`src/rtl/spi_adc_gpio_target.sv`:
```
module spi_adc_gpio_target #(
  parameter int PINS = 32,
  parameter int DW   = 12
) (
  input  logic             clk,
  input  logic             rst_n,
  input  logic             sck,
  input  logic             cs_n,
  input  logic             mosi,
  output logic             miso,
  output logic [4:0]       conv_ch,
  input  logic [DW-1:0]    conv_data,
  output logic [PINS-1:0]  pin_is_gpio
);
  localparam int FW   = 16;
  localparam int AW   = 5;
  localparam int NREG = PINS / 8;
  localparam int CW   = $clog2(FW + 1);

  logic [2:0]    sck_q, cs_q;
  logic [1:0]    mosi_q;
  logic [CW-1:0] cnt;
  logic [FW-1:0] sh_in, sh_out;
  logic          pend, p_reg, p_rd, in_data;
  logic [AW-1:0] p_addr;
  logic [PINS-1:0] mode;
  logic [7:0]    reg_rd;
  logic          gflag;

  always_ff @(posedge clk) begin
    if (!rst_n) begin
      sck_q  <= '0;
      cs_q   <= '1;
      mosi_q <= '0;
    end else begin
      sck_q  <= {sck_q[1:0], sck};
      cs_q   <= {cs_q[1:0], cs_n};
      mosi_q <= {mosi_q[0], mosi};
    end
  end

  wire sck_rise = sck_q[1] & ~sck_q[2];
  wire sck_fall = ~sck_q[1] & sck_q[2];
  wire sel      = ~cs_q[1];
  wire cs_fall  = ~cs_q[1] & cs_q[2];
  wire cs_rise  = cs_q[1] & ~cs_q[2];
  wire done     = (cnt == CW'(FW));
  wire last     = sel & sck_rise & (cnt == CW'(FW - 1));
  wire [FW-1:0] word = {sh_in[FW-2:0], mosi_q[1]};
  wire cmd_ok   = (word[15:14] == 2'b00) && (word[6:0] == 7'd0);

  always_comb begin
    reg_rd = '0;
    for (int k = 0; k < NREG; k++)
      if (p_addr == AW'(k)) reg_rd = mode[k*8 +: 8];
  end

  assign gflag = (int'(p_addr) < PINS) ? mode[p_addr] : 1'b0;

  wire [FW-1:0] resp = p_reg ? {8'h00, reg_rd}
                             : {1'b0, gflag, 2'b00, 12'(conv_data)};

  always_ff @(posedge clk) begin
    if (!rst_n) begin
      cnt     <= '0;
      sh_in   <= '0;
      sh_out  <= '0;
      pend    <= 1'b0;
      p_reg   <= 1'b0;
      p_rd    <= 1'b0;
      p_addr  <= '0;
      in_data <= 1'b0;
      mode    <= '0;
    end else if (cs_fall) begin
      cnt     <= '0;
      in_data <= pend;
      sh_out  <= (pend && p_rd) ? resp : '0;
    end else if (cs_rise) begin
      sh_out <= '0;
      if (!done) pend <= 1'b0;
    end else if (sel) begin
      if (sck_rise && !done) begin
        sh_in <= word;
        cnt   <= cnt + 1'b1;
        if (cnt == CW'(FW - 1)) begin
          if (in_data) begin
            pend <= 1'b0;
            if (!p_rd && p_reg)
              for (int k = 0; k < NREG; k++)
                if (p_addr == AW'(k)) mode[k*8 +: 8] <= word[7:0];
          end else begin
            pend   <= cmd_ok;
            p_reg  <= word[13];
            p_rd   <= word[12];
            p_addr <= word[11:7];
          end
        end
      end
      if (sck_fall && cnt != '0 && !done)
        sh_out <= {sh_out[FW-2:0], 1'b0};
    end
  end

  assign miso        = ~cs_n & sh_out[FW-1];
  assign conv_ch     = p_addr;
  assign pin_is_gpio = mode;

  assert_count_bound_R2: assert property (@(posedge clk) disable iff (!rst_n)
    cnt <= CW'(FW));

  assert_miso_edge_R2: assert property (@(posedge clk) disable iff (!rst_n)
    (sel && !sck_fall && !cs_fall && !cs_rise) |=> $stable(sh_out[FW-1]));

  assert_bad_cmd_R3: assert property (@(posedge clk) disable iff (!rst_n)
    (last && !in_data && word[15:14] != 2'b00) |=> !pend);

  assert_ch_hold_R5: assert property (@(posedge clk) disable iff (!rst_n)
    (sel && in_data) |=> $stable(conv_ch));

  assert_mode_hold_R7: assert property (@(posedge clk) disable iff (!rst_n)
    !(last && in_data) |=> $stable(pin_is_gpio));

  assert_partial_drop_R9: assert property (@(posedge clk) disable iff (!rst_n)
    (cs_rise && !done) |=> !pend);

  assert_served_once_R10: assert property (@(posedge clk) disable iff (!rst_n)
    (last && in_data) |=> !pend);
endmodule

```
`config.mk`:
```
export PLATFORM = sky130hd
export DESIGN_NAME = spi_adc_gpio_target
export DESIGN_NICKNAME = d
export VERILOG_FILES = /design/src/rtl/spi_adc_gpio_target.sv
export SDC_FILE = /design/constraint.sdc
export NUM_CORES = 1
export LEC_CHECK = 0
export BUFFER_PORTS_ARGS = -buffer_cell sky130_fd_sc_hd__buf_2
export CORE_MARGIN = 4
export CORE_UTILIZATION = 52
export CTS_CLUSTER_DIAMETER = 120
export CTS_CLUSTER_SIZE = 10
export DETAILED_ROUTE_END_ITERATION = 8
export PLACE_DENSITY = 0.76
export SYNTH_ARGS = -nofsm -noshare
export SYNTH_HDL_FRONTEND = slang
export SYNTH_SLANG_ARGS = --single-unit
```
`constraint.sdc`:
```
create_clock -name clk -period 2.07 [get_ports clk]
set_input_delay 0.3105 -clock clk [delete_from_list [all_inputs] [get_ports clk]]
set_output_delay 0.3105 -clock clk [all_outputs]
set_load 0.005 [all_outputs]
```
* Word-level counts from Yosys, hierarchy flattened *
Cells that the tools add are included.

cells by class
  $add $sub $neg = 1
  $lt $le $gt $ge = 1
  equal/unequal tests = 8
  muxes and demuxes = 18
  bitwise logic cells = 14
  reductions and logical operators = 25

operator list
  kind                                                                     count
  16-bit 2-to-1 mux                                                        4
  8-bit 2-to-1 mux                                                         4
  8-bit AND reduction                                                      4
  15-bit 2-to-1 mux                                                        2
  5-bit by 2-bit equality test with 1-bit output, second input constant    2
  1-bit NOT                                                                9
  7-bit zero test                                                          1
  1-bit 2-to-1 mux                                                         7
  1-bit logical AND                                                        6
  5-bit by 6-bit < comparator with 1-bit output, second input constant     1
  6-bit AND reduction                                                      1
  5-bit by 1-bit adder with 5-bit output, second input constant            1
  1-bit bitwise AND                                                        5
  1-bit binary-select mux with 5-bit select                                1
  5-bit by 1-bit equality test with 1-bit output, second input constant    1
  5-bit by 4-bit equality test with 1-bit output, second input constant    1
  5-bit equality test, second input constant                               1
  5-bit zero test                                                          1
  5-bit AND reduction                                                      1
  5-bit nonzero test                                                       1
  4-bit AND reduction                                                      1
  2-bit nonzero test                                                       2
  3-bit by 1-bit inequality test with 1-bit output, second input constant  1
  3-bit AND reduction                                                      1
  other kinds (7)                                                          8

word-level totals
  bits in registers = 85
  input port bits = 17
  output and inout port bits = 38
  logic and storage cells = 82

* Logic depth before layout (Yosys ltp) *
Gate-level depths: netlist of run 1.

  depth after elaboration = 8
  mapped depth = 9
  gate-level depth less buffers = 8

* Worst setup path before layout of run 1 *
No wires, ideal clock.

  kind = reg-to-reg
  from = reg cnt[0]
  to = reg mode[0], in the netlist pin_is_gpio[0]
  library setup time = 116 ps
  arrival = 1895 ps
  data required time = 1954 ps
  slack = 59 ps
  stages on the path, launching flop included = 9
  path buffers = 0
  clock period less this slack = 2011 ps
  cell sequence = dfxtp_1 ha_1 and3_1 ha_1 and4b_1 nand4bb_4 nor3_4 mux2i_1 nor2b_1

between the ends
  longest elaborated chain between the ends = 4
  elaborated cells on any way between the ends = 5
  those cells by class = 2 x eq/ne; 3 x reduce/logical

RTL lines
  element                            RTL line  text
  start: declaration                 22        logic [CW-1:0] cnt;
  start signal: assignment           84        cnt <= cnt + 1'b1;
  5-bit equality test                47        wire done = (cnt == CW'(FW));
  1-bit zero test                    82        if (sck_rise && !done) begin
  1-bit logical AND                  82
  8-bit AND reduction (no line) (*)  -
  end signal: indexed assignment     90        if (p_addr == AW'(k)) mode[k*8 +: 8] <= word[7:0];
  end: declaration                   26        logic [PINS-1:0] mode;

Every way passes the cells marked *; elsewhere a longest branch is shown, timed or not.
A chain may end at the register's enable or synchronous reset.

* Worst setup path in the final report of run 1 *
  from = reg cnt[1]
  to = reg mode[12], in the netlist pin_is_gpio[12]

Same word-level chain as after synthesis.

==> results of run 1 <==
==> power by group <==
group	leakage (uW)	internal, uW	switching (uW)	total, uW
Sequential	0.000688	1650	7.84	1650
Clock	0.000117	721	600	1320
Combinational	0.00114	57.3	59.8	117
Total	0.00195	2420	668	3090
==> kinds of logic (layout without fill, tap and decap cells) <==
logic type,Yosys count,after routing
xor gates and xnor gates,3,3
buffers and inverters,42,121
AOI/OAI and AO/OA,78,78
muxes,67,67
adders and majority gates,6,6
DFF,85,85
and+or+nand+nor,139,139
==> final cells by class <==
type                       instances  area [um2]  area share (%)
multi-input combinational        293        2306           45.56
timing repair buffer              91       638.1           12.61
inverter                          14       52.55           1.038
clock inverter                     6       91.34           1.805
clock buffer                      10       137.6           2.719
tap                              102       127.6           2.522
sequential                        85        1708           33.75
==> critical path, stage by stage, from the launching register on <==
cell and delay [ps]:
dfxtp_2 360, buf_4 120, inv_1 40, ha_1 170, and4bb_2 260, nand4bb_4 280
buf_6 160, nor2_4 90, buf_12 140, mux2i_1 200, nor2b_1 60
==> layer usage <==
metal	GRT usage [%]	wire length, um	vias to the layer above
li1	-	-	1654
met1	27.60	4456	1616
met2	35.46	4838	83
met3	4.092	460	19
met4	5.940	180	0
met5	0	0	-
==> metrics by stage <==
step	hold slack, ps	area, um2
detailed placement	397.0	4696
global route	156.6	5061
global placement	393.1	4696
finish	162.7	5061
floorplan	386.3	4138
CTS	144.8	4995
==> cells in the final DEF, fill, tap and decap left out, types with 3 or more instances in the layout <==
| cell type | count |
|---|---|
| buf_6 | 4 |
| o21ai_0 | 14 |
| mux2_2 | 3 |
| ha_1 | 4 |
| o211ai_1 | 7 |
| buf_12 | 6 |
| buf_4 | 27 |
| mux4_2 | 4 |
| mux2i_1 | 59 |
| and2_1 | 4 |
| nand2_1 | 26 |
| nor2_1 | 12 |
| a22oi_1 | 5 |
| a221o_1 | 6 |
| a21oi_1 | 5 |
| nand2b_1 | 7 |
| nor3_1 | 4 |
| nand3_1 | 12 |
| a21boi_0 | 11 |
| nor2b_1 | 52 |
| clkbuf_8 | 10 |
| o211a_1 | 4 |
| a31oi_1 | 6 |
| inv_1 | 14 |
| buf_2 | 54 |
| dfxtp_1 | 82 |
| o2bb2ai_1 | 7 |
==> path summary, 6_finish.rpt <==
path                                           from                            to
worst max-delay path            cnt[1]$_SDFFE_PP0P_  pin_is_gpio[12]$_SDFFE_PN0P_
worst max register to register  cnt[1]$_SDFFE_PP0P_  pin_is_gpio[12]$_SDFFE_PN0P_
worst min register to register  sck_q[0]$_SDFF_PN0_           sck_q[1]$_SDFF_PN0_
worst min-delay path                           mosi          mosi_q[0]$_SDFF_PN0_
==> timing repair <==
action                     4_1_cts  5_1_grt
buffers inserted                 4        4
setup endpoints to repair       19       47
resized for setup                7       10
pin swaps                        4        6
gates cloned                     0        0
hold buffers                     0        0
==> qor.json, run 1 <==
{
  "global_route": {
    "grt_pass1_vias": 3299,
    "grt-ovfl-total": 0,
    "grt_max_degree": 44,
    "global_route.usage.total_pct": 21.10,
    "grt_pass1_wl_um": 16350,
    "antenna_violations_before_repair": 0
  },
  "clock_tree": {
    "cts.clk_slew.worst_paths_ps": 90,
    "htreeDepth": 3,
    "max-clock-path-buffers": 2,
    "clock_tree.root_cell": "clkbuf_8",
    "cts_tree": "yes",
    "clock-sinks": 85,
    "insertion_delay_ps": 350,
    "numCtsBuffers": 9
  },
  "sta": {
    "fmaxAchievable_mhz": 496.0,
    "post-route-period-util_pct": 97.40,
    "setup-violations-final": 0,
    "finalHoldViolCount": 0,
    "slew-limit-headroom_pct": 68.26,
    "fin_setup_tns_ps": 0,
    "grt_setup_unrepaired": "true",
    "fin_worst_skew_ps": 11.55,
    "post_route_minimum_period_ps": 2016,
    "timing.final.max_slew_violations": 0,
    "worst-slew-pin-transition_ps": 475.4,
    "final_critical_path_setup_slack_ps": 53.92
  },
  "routing": {
    "count_of_nets_left_with_antenna_violations_after_detail_routing": 0,
    "final_wirelength_um": 9936,
    "vias_per_cell": 5.611,
    "wl_per_cell_um": 16.53,
    "initialDrtViolationCount": 221,
    "post-route-drc-count": 0,
    "drt_pass1_iterations": 5,
    "dr_total_vias": 3372
  },
  "synthesis": {
    "yosysMostFrequentCell": "dfxtp_1",
    "netlist_area_um2": 4138,
    "synth_compound_gate_area_share_pct": 14.06,
    "synth_area_leaders": "dfxtp_1 (41%), mux2i_1 (15%), nor2b_1 (7.9%), nand2_1 (2.4%), mux4_2 (2.2%)",
    "post_synthesis_xor_xnor_area_fraction_pct": 0.6350,
    "synth-adder-area-share_pct": 1.814,
    "synthesis.nets": 443,
    "synth_area_per_cell_um2": 9.852,
    "synth-seq-area-share_pct": 41.12,
    "postSynthCellCount": 420,
    "synth_seq_cells": 85,
    "synth_warnings": 0,
    "number_of_enable_flip_flop_cells_after_synthesis": 0,
    "synth.top_cells.by_count": "dfxtp_1 (85), mux2i_1 (60), nor2b_1 (52)",
    "ys_dominant_reg_cell": "dfxtp_1",
    "synth_largest_type_area_fraction_pct": 41.12,
    "yosys.area_share.simple_pct": 20.68,
    "synth_async_sr_flop_share_pct": 0,
    "synth_mux_area_share_pct": 17.51,
    "synth_top_area_cell": "dfxtp_1",
    "synthDistinctLibCells": 53,
    "synth_top_family_by_area": "simple AND/OR/NAND/NOR gates"
  },
  "finish": {
    "ant_cells": 0,
    "fin_util_pct": 65.50,
    "signed_area_change_from_the_synthesized_netlist_to_the_final_layout_pct": 22.32,
    "filler_cells_inserted": 639,
    "largest_register_ffs": 32,
    "finish.net_count": 517,
    "final_cell_count_no_fill": 601,
    "final_layout_size_suffix_gt1_share_pct": 26.85
  },
  "die": {
    "start_util_pct": 53.55,
    "fp-row-count": 32,
    "floorplan.die.width_um": 97.20,
    "die_h_um": 97.20,
    "core_region_area_um2": 7727,
    "die_area_um2": 9448,
    "design.portCount": 55
  },
  "worst_setup_path": {
    "timing.critical_path.arrival_ps": 2260,
    "path_class": "register to register",
    "cp_max_fo": 8,
    "worst_setup_path_end_kind": "register",
    "critical_path_required_ps": 2310,
    "worstRegToRegCells": 10,
    "start_kind": "register",
    "rrSetupSlack_ps": 50
  },
  "placed_design": {
    "port_buffers": 54,
    "place_congestion": 0.8546,
    "dp_hpwl_um": 7062,
    "dp_slack_ps": -82.15,
    "place.detailed.instances": 577
  },
  "worst_hold_path": {
    "classification_of_the_worst_slack_hold_path": "input pin to register",
    "hold_depth": 2
  },
  "status": {
    "run_status": "finished clean"
  },
  "flow_run": {
    "drv.max_cap_violation_count": 0
  },
  "power": {
    "power_dens_cells_nw_per_um2": 611.0,
    "p_leak_uw": 0.001948,
    "power.total_uw": 3092,
    "max-vdd-ir-drop_uv": 413.2
  }
}
Power figures use the tool's default switching activity.
==> inputs of run 2 (changes only) <==
--- a/config.mk
+++ b/config.mk
@@ -6,12 +6,15 @@
 export NUM_CORES = 1
 export LEC_CHECK = 0
 export BUFFER_PORTS_ARGS = -buffer_cell sky130_fd_sc_hd__buf_2
+export CELL_PAD_IN_SITES_DETAIL_PLACEMENT = 1
+export CELL_PAD_IN_SITES_GLOBAL_PLACEMENT = 2
 export CORE_MARGIN = 4
-export CORE_UTILIZATION = 52
+export CORE_UTILIZATION = 34
+export CTS_BUF_LIST = sky130_fd_sc_hd__clkbuf_4
 export CTS_CLUSTER_DIAMETER = 120
 export CTS_CLUSTER_SIZE = 10
 export DETAILED_ROUTE_END_ITERATION = 8
-export PLACE_DENSITY = 0.76
+export PLACE_DENSITY_LB_ADDON = 0.1
 export SYNTH_ARGS = -nofsm -noshare
 export SYNTH_HDL_FRONTEND = slang
 export SYNTH_SLANG_ARGS = --single-unit
==> run 2 against run 1 <==
Against the previous run:
- core utilization down 24 points
- clock power down 27%
- sequential share of layout area is 0.38 points higher
- flip-flop and latch count did not move
- worst hold slack worse by 110 ps
- via count grew 0.39%
- total power decreased by 11%
- first-iteration DRC count decreased by 29%
- clock skew is 8.4 ps higher
- global-route usage is 3.5 points lower
- worst setup slack got worse by 9.4 ps
- sequential power barely moved
==> qor.json, run 2 (same netlist as run 1, synthesis figures left out) <==
{
  "status": {
    "run_status": {"value": "finished clean", "change": "unchanged"}
  },
  "clock_tree": {
    "clock_tree.root_cell": {"value": "clkbuf_4", "change": "was clkbuf_8"},
    "clock-sinks": {"value": 85, "change": "unchanged"},
    "insertion_delay": {"value": 460, "unit": "ps", "change": "was 350 ps"},
    "cts.clk_slew.worst_paths": {"value": 130, "unit": "ps", "change": "was 90 ps"},
    "numCtsBuffers": {"value": 9, "change": "unchanged"},
    "htreeDepth": {"value": 3, "change": "unchanged"},
    "max-clock-path-buffers": {"value": 2, "change": "unchanged"},
    "cts_tree": {"value": "yes", "change": "unchanged"}
  },
  "worst_setup_path": {
    "rrSetupSlack": {"value": 40, "unit": "ps", "change": "was 50 ps"},
    "crit_path_top_delay_cell": {"value": "dfxtp_4", "change": "was dfxtp_2"},
    "rr_endpoint": {"value": "pin_is_gpio[1]$_SDFFE_PN0P_", "change": "was pin_is_gpio[12]$_SDFFE_PN0P_"},
    "cp_max_fo": {"value": 8, "change": "unchanged"},
    "timing.critical_path.arrival": {"value": 2370, "unit": "ps", "change": "was 2260 ps"},
    "worstRegToRegCells": {"value": 9, "change": "was 10"},
    "cpMostUsedCell": "ha_4",
    "start_kind": {"value": "register", "change": "unchanged"},
    "regToRegStartpoint": {"value": "cnt[0]$_SDFFE_PP0P_", "change": "was cnt[1]$_SDFFE_PP0P_"},
    "path_class": {"value": "register to register", "change": "unchanged"},
    "crit_path_cell_trace": {"value": "ha_4 -> and3_4 -> ha_4 -> and4b_2 -> nand4bb_4 -> nor3_4 -> buf_12 -> mux2i_1 -> nor2b_1", "change": "was buf_4 -> inv_1 -> ha_1 -> and4bb_2 -> nand4bb_4 -> buf_6 -> nor2_4 -> buf_12 -> mux2i_1 -> nor2b_1"},
    "worst_setup_path_end_kind": {"value": "register", "change": "unchanged"},
    "startpoint": {"value": "cnt[0]$_SDFFE_PP0P_", "change": "was cnt[1]$_SDFFE_PP0P_"},
    "critical-path-max-stage-delay": {"value": 390, "unit": "ps", "change": "was 360 ps"},
    "critical_path_required": {"value": 2420, "unit": "ps", "change": "was 2310 ps"}
  },
  "routing": {
    "final_wirelength": {"value": 11910, "unit": "um", "change": "was 9936 um"},
    "count_of_nets_left_with_antenna_violations_after_detail_routing": {"value": 0, "change": "unchanged"},
    "initialDrtViolationCount": {"value": 158, "change": "was 221"},
    "post-route-drc-count": {"value": 0, "change": "unchanged"},
    "vias_per_cell": {"value": 5.216, "change": "was 5.611"},
    "dr_total_vias": {"value": 3385, "change": "was 3,372"},
    "drt_pass1_iterations": {"value": 4, "change": "was 5"},
    "wl_per_cell": {"value": 18.36, "unit": "um", "change": "was 16.53 um"}
  },
  "sta": {
    "fin_worst_skew": {"value": 19.91, "unit": "ps", "change": "was 11.55 ps"},
    "finalHoldViolCount": {"value": 0, "change": "unchanged"},
    "post_route_minimum_period": {"value": 2025, "unit": "ps", "change": "was 2016 ps"},
    "grt_setup_unrepaired": {"value": "true", "change": "unchanged"},
    "post-route-period-util": {"value": 97.85, "unit": "%", "change": "was 97.40%"},
    "fin_setup_tns": {"value": 0, "unit": "ps", "change": "unchanged"},
    "slew-limit-headroom": {"value": 65.59, "unit": "%", "change": "was 68.26%"},
    "setup-violations-final": {"value": 0, "change": "unchanged"},
    "worst-slew-pin-transition": {"value": 515.5, "unit": "ps", "change": "was 475.4 ps"},
    "timing.final.max_slew_violations": {"value": 0, "change": "unchanged"},
    "fmaxAchievable": {"value": 493.7, "unit": "MHz", "change": "was 496.0 MHz"}
  },
  "finish": {
    "largest_register_ffs": {"value": 32, "change": "unchanged"},
    "final_layout_size_suffix_gt1_share": {"value": 26.10, "unit": "%", "change": "was 26.85%"},
    "signed_area_change_from_the_synthesized_netlist_to_the_final_layout": {"value": 21.14, "unit": "%", "change": "was 22.32%"},
    "layout_commonest_cell": {"value": "dfxtp_1", "change": "unchanged"},
    "ant_cells": {"value": 0, "change": "unchanged"},
    "finish.net_count": {"value": 521, "change": "was 517"},
    "final_cell_mix": {"value": "dfxtp_1 (82), mux2i_1 (60), buf_2 (54)", "change": "was dfxtp_1 (82), mux2i_1 (59), buf_2 (54)"}
  },
  "global_route": {
    "grt-ovfl-total": {"value": 0, "change": "unchanged"},
    "grt_pass1_wl": {"value": 19290, "unit": "um", "change": "was 16,350 um"},
    "global_route.usage.total": {"value": 17.61, "unit": "%", "change": "was 21.10%"},
    "grt_max_degree": {"value": 46, "change": "was 44"},
    "antenna_violations_before_repair": {"value": 0, "change": "unchanged"},
    "grt_pass1_vias": {"value": 3514, "change": "was 3,299"}
  },
  "die": {
    "core_region_area": {"value": 11960, "unit": "um2", "change": "was 7727 um2"},
    "design.portCount": {"value": 55, "change": "unchanged"},
    "die_area": {"value": 14000, "unit": "um2", "change": "was 9448 um2"},
    "die_h": {"value": 118.3, "unit": "um", "change": "was 97.20 um"},
    "start_util": {"value": 34.59, "unit": "%", "change": "was 53.55%"},
    "fp-row-count": {"value": 40, "change": "was 32"},
    "floorplan.die.width": {"value": 118.3, "unit": "um", "change": "was 97.20 um"}
  },
  "placed_design": {
    "port_buffers": {"value": 54, "change": "unchanged"},
    "place_congestion": {"value": 0.8070, "change": "was 0.8546"},
    "dp_hpwl": {"value": 8751, "unit": "um", "change": "was 7062 um"}
  },
  "power": {
    "max-vdd-ir-drop": {"value": 282.8, "unit": "uV", "change": "was 413.2 uV"},
    "p_leak": {"value": 0.001913, "unit": "uW", "change": "was 0.001948 uW"},
    "power.total": {"value": 2738, "unit": "uW", "change": "was 3092 uW"},
    "power_dens_cells": {"value": 546.2, "unit": "nW/um2", "change": "was 611.0 nW/um2"}
  },
  "worst_hold_path": {
    "hold_path.startpoint": {"value": "mosi", "change": "unchanged"},
    "timing.hold.worst_endpoint": {"value": "mosi_q[0]$_SDFF_PN0_", "change": "unchanged"},
    "classification_of_the_worst_slack_hold_path": {"value": "input pin to register", "change": "unchanged"},
    "hold_depth": {"value": 2, "change": "unchanged"}
  },
  "flow_run": {
    "drv.max_cap_violation_count": {"value": 0, "change": "unchanged"}
  }
}
==> run 2: cell count changes in the layout (fill, tap and decap cells not counted), moves of 2 or more <==
cell | before | now
inv_6 | 2 | 0
buf_6 | 4 | 0
buf_4 | 27 | 35
clkinv_1 | 0 | 2
clkbuf_4 | 0 | 12
clkbuf_8 | 10 | 0
==> run 2: layout make-up <==
cell class	count	area, um2
Clock buffer	12	90.09
Clock inverter	3	37.54
Sequential cell	85	1710
Timing Repair Buffer	95	643.1
Tap cell	147	183.9
Inverter	14	52.55
Fill cell	1381	6949
Multi-Input combinational cell	293	2295
==> run 2: worst max path at each step <==
stage / endpoint / slack (ps) / cells after the start
3_5_place_dp: pin_is_gpio[1]$_SDFFE_PN0P_ / 10 / 9
5_1_grt: pin_is_gpio[1]$_SDFFE_PN0P_ / -70 / 9
2_1_floorplan: pin_is_gpio[0]$_SDFFE_PN0P_ / 60 / 8
4_1_cts: pin_is_gpio[1]$_SDFFE_PN0P_ / 9 / 9
3_3_place_gp: pin_is_gpio[3]$_SDFFE_PN0P_ / 70 / 9
6_report: pin_is_gpio[1]$_SDFFE_PN0P_ / 40 / 9
==> run 2: per-layer routing <==
| layer | wire length, um | GRT usage, % | vias up |
|---|---|---|---|
| met5 | 0 | 0 | - |
| met4 | 283 | 7.985 | 0 |
| met3 | 270 | 2.871 | 18 |
| met2 | 5211 | 26.51 | 50 |
| met1 | 6149 | 24.70 | 1653 |
| li1 | - | - | 1664 |
==> run 2: critical path: cells and delay by family, from the launching register on <==
kind / cells / cell delay (ps)
AND/OR/NAND/NOR: 5 / 910
buffers and inverters: 1 / 160
flip-flops: 1 / 390
multiplexers: 1 / 200
adder cells (fa/ha/maj): 2 / 250
==> run 2: where the power goes <==
part           internal, uW  switching (uW)
logic                  58.4            63.2
clock network           396             565
registers              1650            7.93
==> run 2: stage by stage <==
step	instance area, um2	hold WS, ps	setup WS [ps]	cells	utilization, %
2_1_floorplan	4138	386.3	59.00	420	-
6_report	5012	49.06	44.50	649	41.90
5_1_grt	5012	30.18	-69.20	649	41.90
4_1_cts	4966	0.9391	8.637	648	41.52
3_3_place_gp	4827	393.8	72.30	632	40.36
3_5_place_dp	4827	393.4	10.09	632	40.36
==> run 2: timing repair <==
item | in CTS | in global routing
hold buffers | 1 | 0
resized for setup | 1 | 10
pin swaps | 0 | 3
endpoints found under the hold margin | 1 | 0
buffers inserted | 0 | 1
setup endpoints to repair | 2 | 24
==> inputs of run 3 (changes only) <==
--- a/config.mk
+++ b/config.mk
@@ -6,6 +6,7 @@
 export NUM_CORES = 1
 export LEC_CHECK = 0
 export BUFFER_PORTS_ARGS = -buffer_cell sky130_fd_sc_hd__buf_2
+export CAP_MARGIN = 40
 export CELL_PAD_IN_SITES_DETAIL_PLACEMENT = 1
 export CELL_PAD_IN_SITES_GLOBAL_PLACEMENT = 2
 export CORE_MARGIN = 4
@@ -14,6 +15,7 @@
 export CTS_CLUSTER_DIAMETER = 120
 export CTS_CLUSTER_SIZE = 10
 export DETAILED_ROUTE_END_ITERATION = 8
+export HOLD_SLACK_MARGIN = 0.15
 export PLACE_DENSITY_LB_ADDON = 0.1
 export SYNTH_ARGS = -nofsm -noshare
 export SYNTH_HDL_FRONTEND = slang
==> run 3 against run 2 <==
Against the previous run:
- clock power hardly changed
- combinational power grew 7%
- non-clock buffer count grew 6
- total power up 0.27%
- via count grew 1.1%
- first-iteration DRC count up 6.3%
- sequential power about the same
- sequential share of layout area is 0.40 points lower
- critical path type unchanged
- largest cell class unchanged
- highest routed layer unchanged
==> qor.json, run 3 (same netlist as run 1, synthesis figures left out) <==
{
  "placed_design": {
    "port_buffers": {"value": 54, "change": "unchanged"},
    "place_congestion": {"value": 0.8070, "change": "unchanged"},
    "dp_hpwl": {"value": 8751, "unit": "um", "change": "unchanged"},
    "dp_slack": {"value": 10.09, "unit": "ps", "change": "unchanged"}
  },
  "worst_setup_path": {
    "crit_path_top_delay_cell": {"value": "dfxtp_4", "change": "unchanged"},
    "cpMostUsedCell": {"value": "ha_4", "change": "unchanged"},
    "startpoint": {"value": "cnt[0]$_SDFFE_PP0P_", "change": "unchanged"},
    "cp_max_fo": {"value": 8, "change": "unchanged"},
    "timing.critical_path.arrival": {"value": 2380, "unit": "ps", "change": "was 2370 ps"},
    "worst_setup_path_end_kind": {"value": "register", "change": "unchanged"},
    "rrSetupSlack": {"value": 40, "unit": "ps", "change": "about the same"},
    "crit_path_cell_trace": {"value": "ha_4 -> and3_4 -> ha_4 -> and4b_2 -> nand4bb_4 -> nor3_4 -> buf_12 -> mux2i_1 -> nor2b_1", "change": "unchanged"},
    "rr_endpoint": {"value": "pin_is_gpio[1]$_SDFFE_PN0P_", "change": "unchanged"},
    "start_kind": {"value": "register", "change": "unchanged"},
    "worstRegToRegCells": {"value": 9, "change": "unchanged"},
    "critical_path_endpoint": {"value": "pin_is_gpio[1]$_SDFFE_PN0P_", "change": "unchanged"},
    "regToRegStartpoint": {"value": "cnt[0]$_SDFFE_PP0P_", "change": "unchanged"},
    "critical-path-max-stage-delay": {"value": 390, "unit": "ps", "change": "about the same"},
    "critical_path_required": {"value": 2420, "unit": "ps", "change": "about the same"},
    "path_class": {"value": "register to register", "change": "unchanged"}
  },
  "global_route": {
    "grt_max_degree": {"value": 46, "change": "unchanged"},
    "grt_pass1_wl": {"value": 19400, "unit": "um", "change": "was 19,290 um"},
    "global_route.usage.total": {"value": 17.73, "unit": "%", "change": "was 17.61%"},
    "antenna_violations_before_repair": {"value": 0, "change": "unchanged"},
    "grt_pass1_vias": {"value": 3532, "change": "was 3,514"},
    "grt-ovfl-total": {"value": 0, "change": "unchanged"}
  },
  "sta": {
    "final_critical_path_setup_slack": {"value": 38.28, "unit": "ps", "change": "was 44.50 ps"},
    "post-route-period-util": {"value": 98.15, "unit": "%", "change": "was 97.85%"},
    "fin_worst_skew": {"value": 20.36, "unit": "ps", "change": "was 19.91 ps"},
    "grt_setup_unrepaired": {"value": "true", "change": "unchanged"},
    "fin_setup_tns": {"value": 0, "unit": "ps", "change": "unchanged"},
    "post_route_minimum_period": {"value": 2032, "unit": "ps", "change": "was 2025 ps"},
    "whs": {"value": 201.1, "unit": "ps", "change": "was 49.06 ps"},
    "timing.final.max_slew_violations": {"value": 0, "change": "unchanged"},
    "finalHoldViolCount": {"value": 0, "change": "unchanged"},
    "setup-violations-final": {"value": 0, "change": "unchanged"},
    "fmaxAchievable": {"value": 492.2, "unit": "MHz", "change": "was 493.7 MHz"},
    "worst-slew-pin-transition": {"value": 508.1, "unit": "ps", "change": "was 515.5 ps"},
    "slew-limit-headroom": {"value": 66.08, "unit": "%", "change": "was 65.59%"}
  },
  "clock_tree": {
    "insertion_delay": {"value": 460, "unit": "ps", "change": "about the same"},
    "numCtsBuffers": {"value": 9, "change": "unchanged"},
    "max-clock-path-buffers": {"value": 2, "change": "unchanged"},
    "clock-sinks": {"value": 85, "change": "unchanged"},
    "htreeDepth": {"value": 3, "change": "unchanged"},
    "clock_tree.root_cell": {"value": "clkbuf_4", "change": "unchanged"},
    "cts.clk_slew.worst_paths": {"value": 130, "unit": "ps", "change": "about the same"},
    "cts_tree": {"value": "yes", "change": "unchanged"}
  },
  "status": {
    "run_status": {"value": "finished clean", "change": "unchanged"}
  },
  "die": {
    "die_h": {"value": 118.3, "unit": "um", "change": "unchanged"},
    "die_area": {"value": 14000, "unit": "um2", "change": "unchanged"},
    "core_region_area": {"value": 11960, "unit": "um2", "change": "unchanged"},
    "floorplan.die.width": {"value": 118.3, "unit": "um", "change": "unchanged"},
    "fp-row-count": {"value": 40, "change": "unchanged"},
    "design.portCount": {"value": 55, "change": "unchanged"},
    "start_util": {"value": 34.59, "unit": "%", "change": "unchanged"}
  },
  "worst_hold_path": {
    "classification_of_the_worst_slack_hold_path": {"value": "input pin to register", "change": "unchanged"},
    "hold_path.startpoint": {"value": "conv_data[9]", "change": "was mosi"}
  },
  "routing": {
    "count_of_nets_left_with_antenna_violations_after_detail_routing": {"value": 0, "change": "unchanged"},
    "final_wirelength": {"value": 11960, "unit": "um", "change": "was 11,910 um"},
    "post-route-drc-count": {"value": 0, "change": "unchanged"},
    "dr_total_vias": {"value": 3422, "change": "was 3,385"},
    "wl_per_cell": {"value": 18.26, "unit": "um", "change": "was 18.36 um"},
    "drt_pass1_iterations": {"value": 4, "change": "unchanged"},
    "vias_per_cell": {"value": 5.224, "change": "was 5.216"},
    "initialDrtViolationCount": {"value": 168, "change": "was 158"}
  },
  "finish": {
    "largest_register_ffs": {"value": 32, "change": "unchanged"},
    "finish.net_count": {"value": 527, "change": "was 521"},
    "fin_util": {"value": 42.41, "unit": "%", "change": "was 41.90%"},
    "final_layout_size_suffix_gt1_share": {"value": 25.79, "unit": "%", "change": "was 26.10%"},
    "final_cell_mix": {"value": "dfxtp_1 (82), mux2i_1 (60), buf_2 (54)", "change": "unchanged"},
    "signed_area_change_from_the_synthesized_netlist_to_the_final_layout": {"value": 22.59, "unit": "%", "change": "was 21.14%"},
    "ant_cells": {"value": 0, "change": "unchanged"},
    "layout_commonest_cell": {"value": "dfxtp_1", "change": "unchanged"}
  },
  "power": {
    "max-vdd-ir-drop": {"value": 281.8, "unit": "uV", "change": "was 282.8 uV"},
    "p_leak": {"value": 0.001938, "unit": "uW", "change": "was 0.001913 uW"},
    "power_dens_cells": {"value": 541.2, "unit": "nW/um2", "change": "was 546.2 nW/um2"}
  },
  "flow_run": {
    "drv.max_cap_violation_count": {"value": 0, "change": "unchanged"}
  }
}
## run 3: changes by cell type in the layout (fill, tap and decap cells not counted)
| cell | change |
|---|---|
| dlygate4sd3_1 | +6 |
## run 3: how the worst min path moves through the flow
stage	cells after the start	end	slack, ps
6_report	4	sh_out[9]$_SDFFE_PN0P_	200
3_5_place_dp	1	cs_q[1]$_SDFF_PN1_	390
2_1_floorplan	1	cs_q[1]$_SDFF_PN1_	390
3_3_place_gp	1	cs_q[1]$_SDFF_PN1_	390
4_1_cts	4	sh_out[11]$_SDFFE_PN0P_	160
5_1_grt	3	sh_out[2]$_SDFFE_PN0P_	190
## run 3: stage by stage
stage	cells	area, um2	total power, uW
CTS	654	5026	2802
floorplan	420	4138	1765
finish	655	5072	2745
global route	655	5072	2877
global placement	632	4827	1814
detailed placement	632	4827	1816
## run 3: where the power goes
part | internal (uW) | switching [uW] | leakage (uW) | total [uW]
sequential | 1650 | 7.95 | 0.000688 | 1650
clock | 396 | 564 | 0.0000725 | 961
combinational | 65.7 | 63.9 | 0.00118 | 130
## run 3: worst max-delay path: cells and delay by family (launching register included)
family	cells	cell delay [ps]
adders and majority gates	2	250
buffers and inverters	1	160
DFF	1	390
muxes	1	210
and+or+nand+nor	5	900
## run 3: repair_timing
item	4_1_cts	5_1_grt
endpoints found under the hold margin	8	0
gates resized for setup	1	10
setup buffers	0	1
hold buffers	7	0
pin swaps	0	3
endpoints found under the setup margin	2	25
## run 3: layout make-up
| cell class | count | area (um2) |
|---|---|---|
| Timing Repair Buffer | 101 | 703.2 |
| Multi-Input combinational cell | 293 | 2295 |
| Clock buffer | 12 | 90.09 |
| Sequential cell | 85 | 1710 |
| Fill cell | 1373 | 6889 |
| Tap cell | 147 | 183.9 |
| Clock inverter | 3 | 37.54 |
| Inverter | 14 | 52.55 |
## run 3: metal layers
layer  vias to the layer above  part of all wire [%]  global-route usage [%]
met4                         0                   2.4                   7.985
li1                       1678                     -                       -
met1                      1672                    51                   24.78
met5                         -                     0                       0
met3                        18                   2.4                   2.775
met2                        54                    44                   26.87
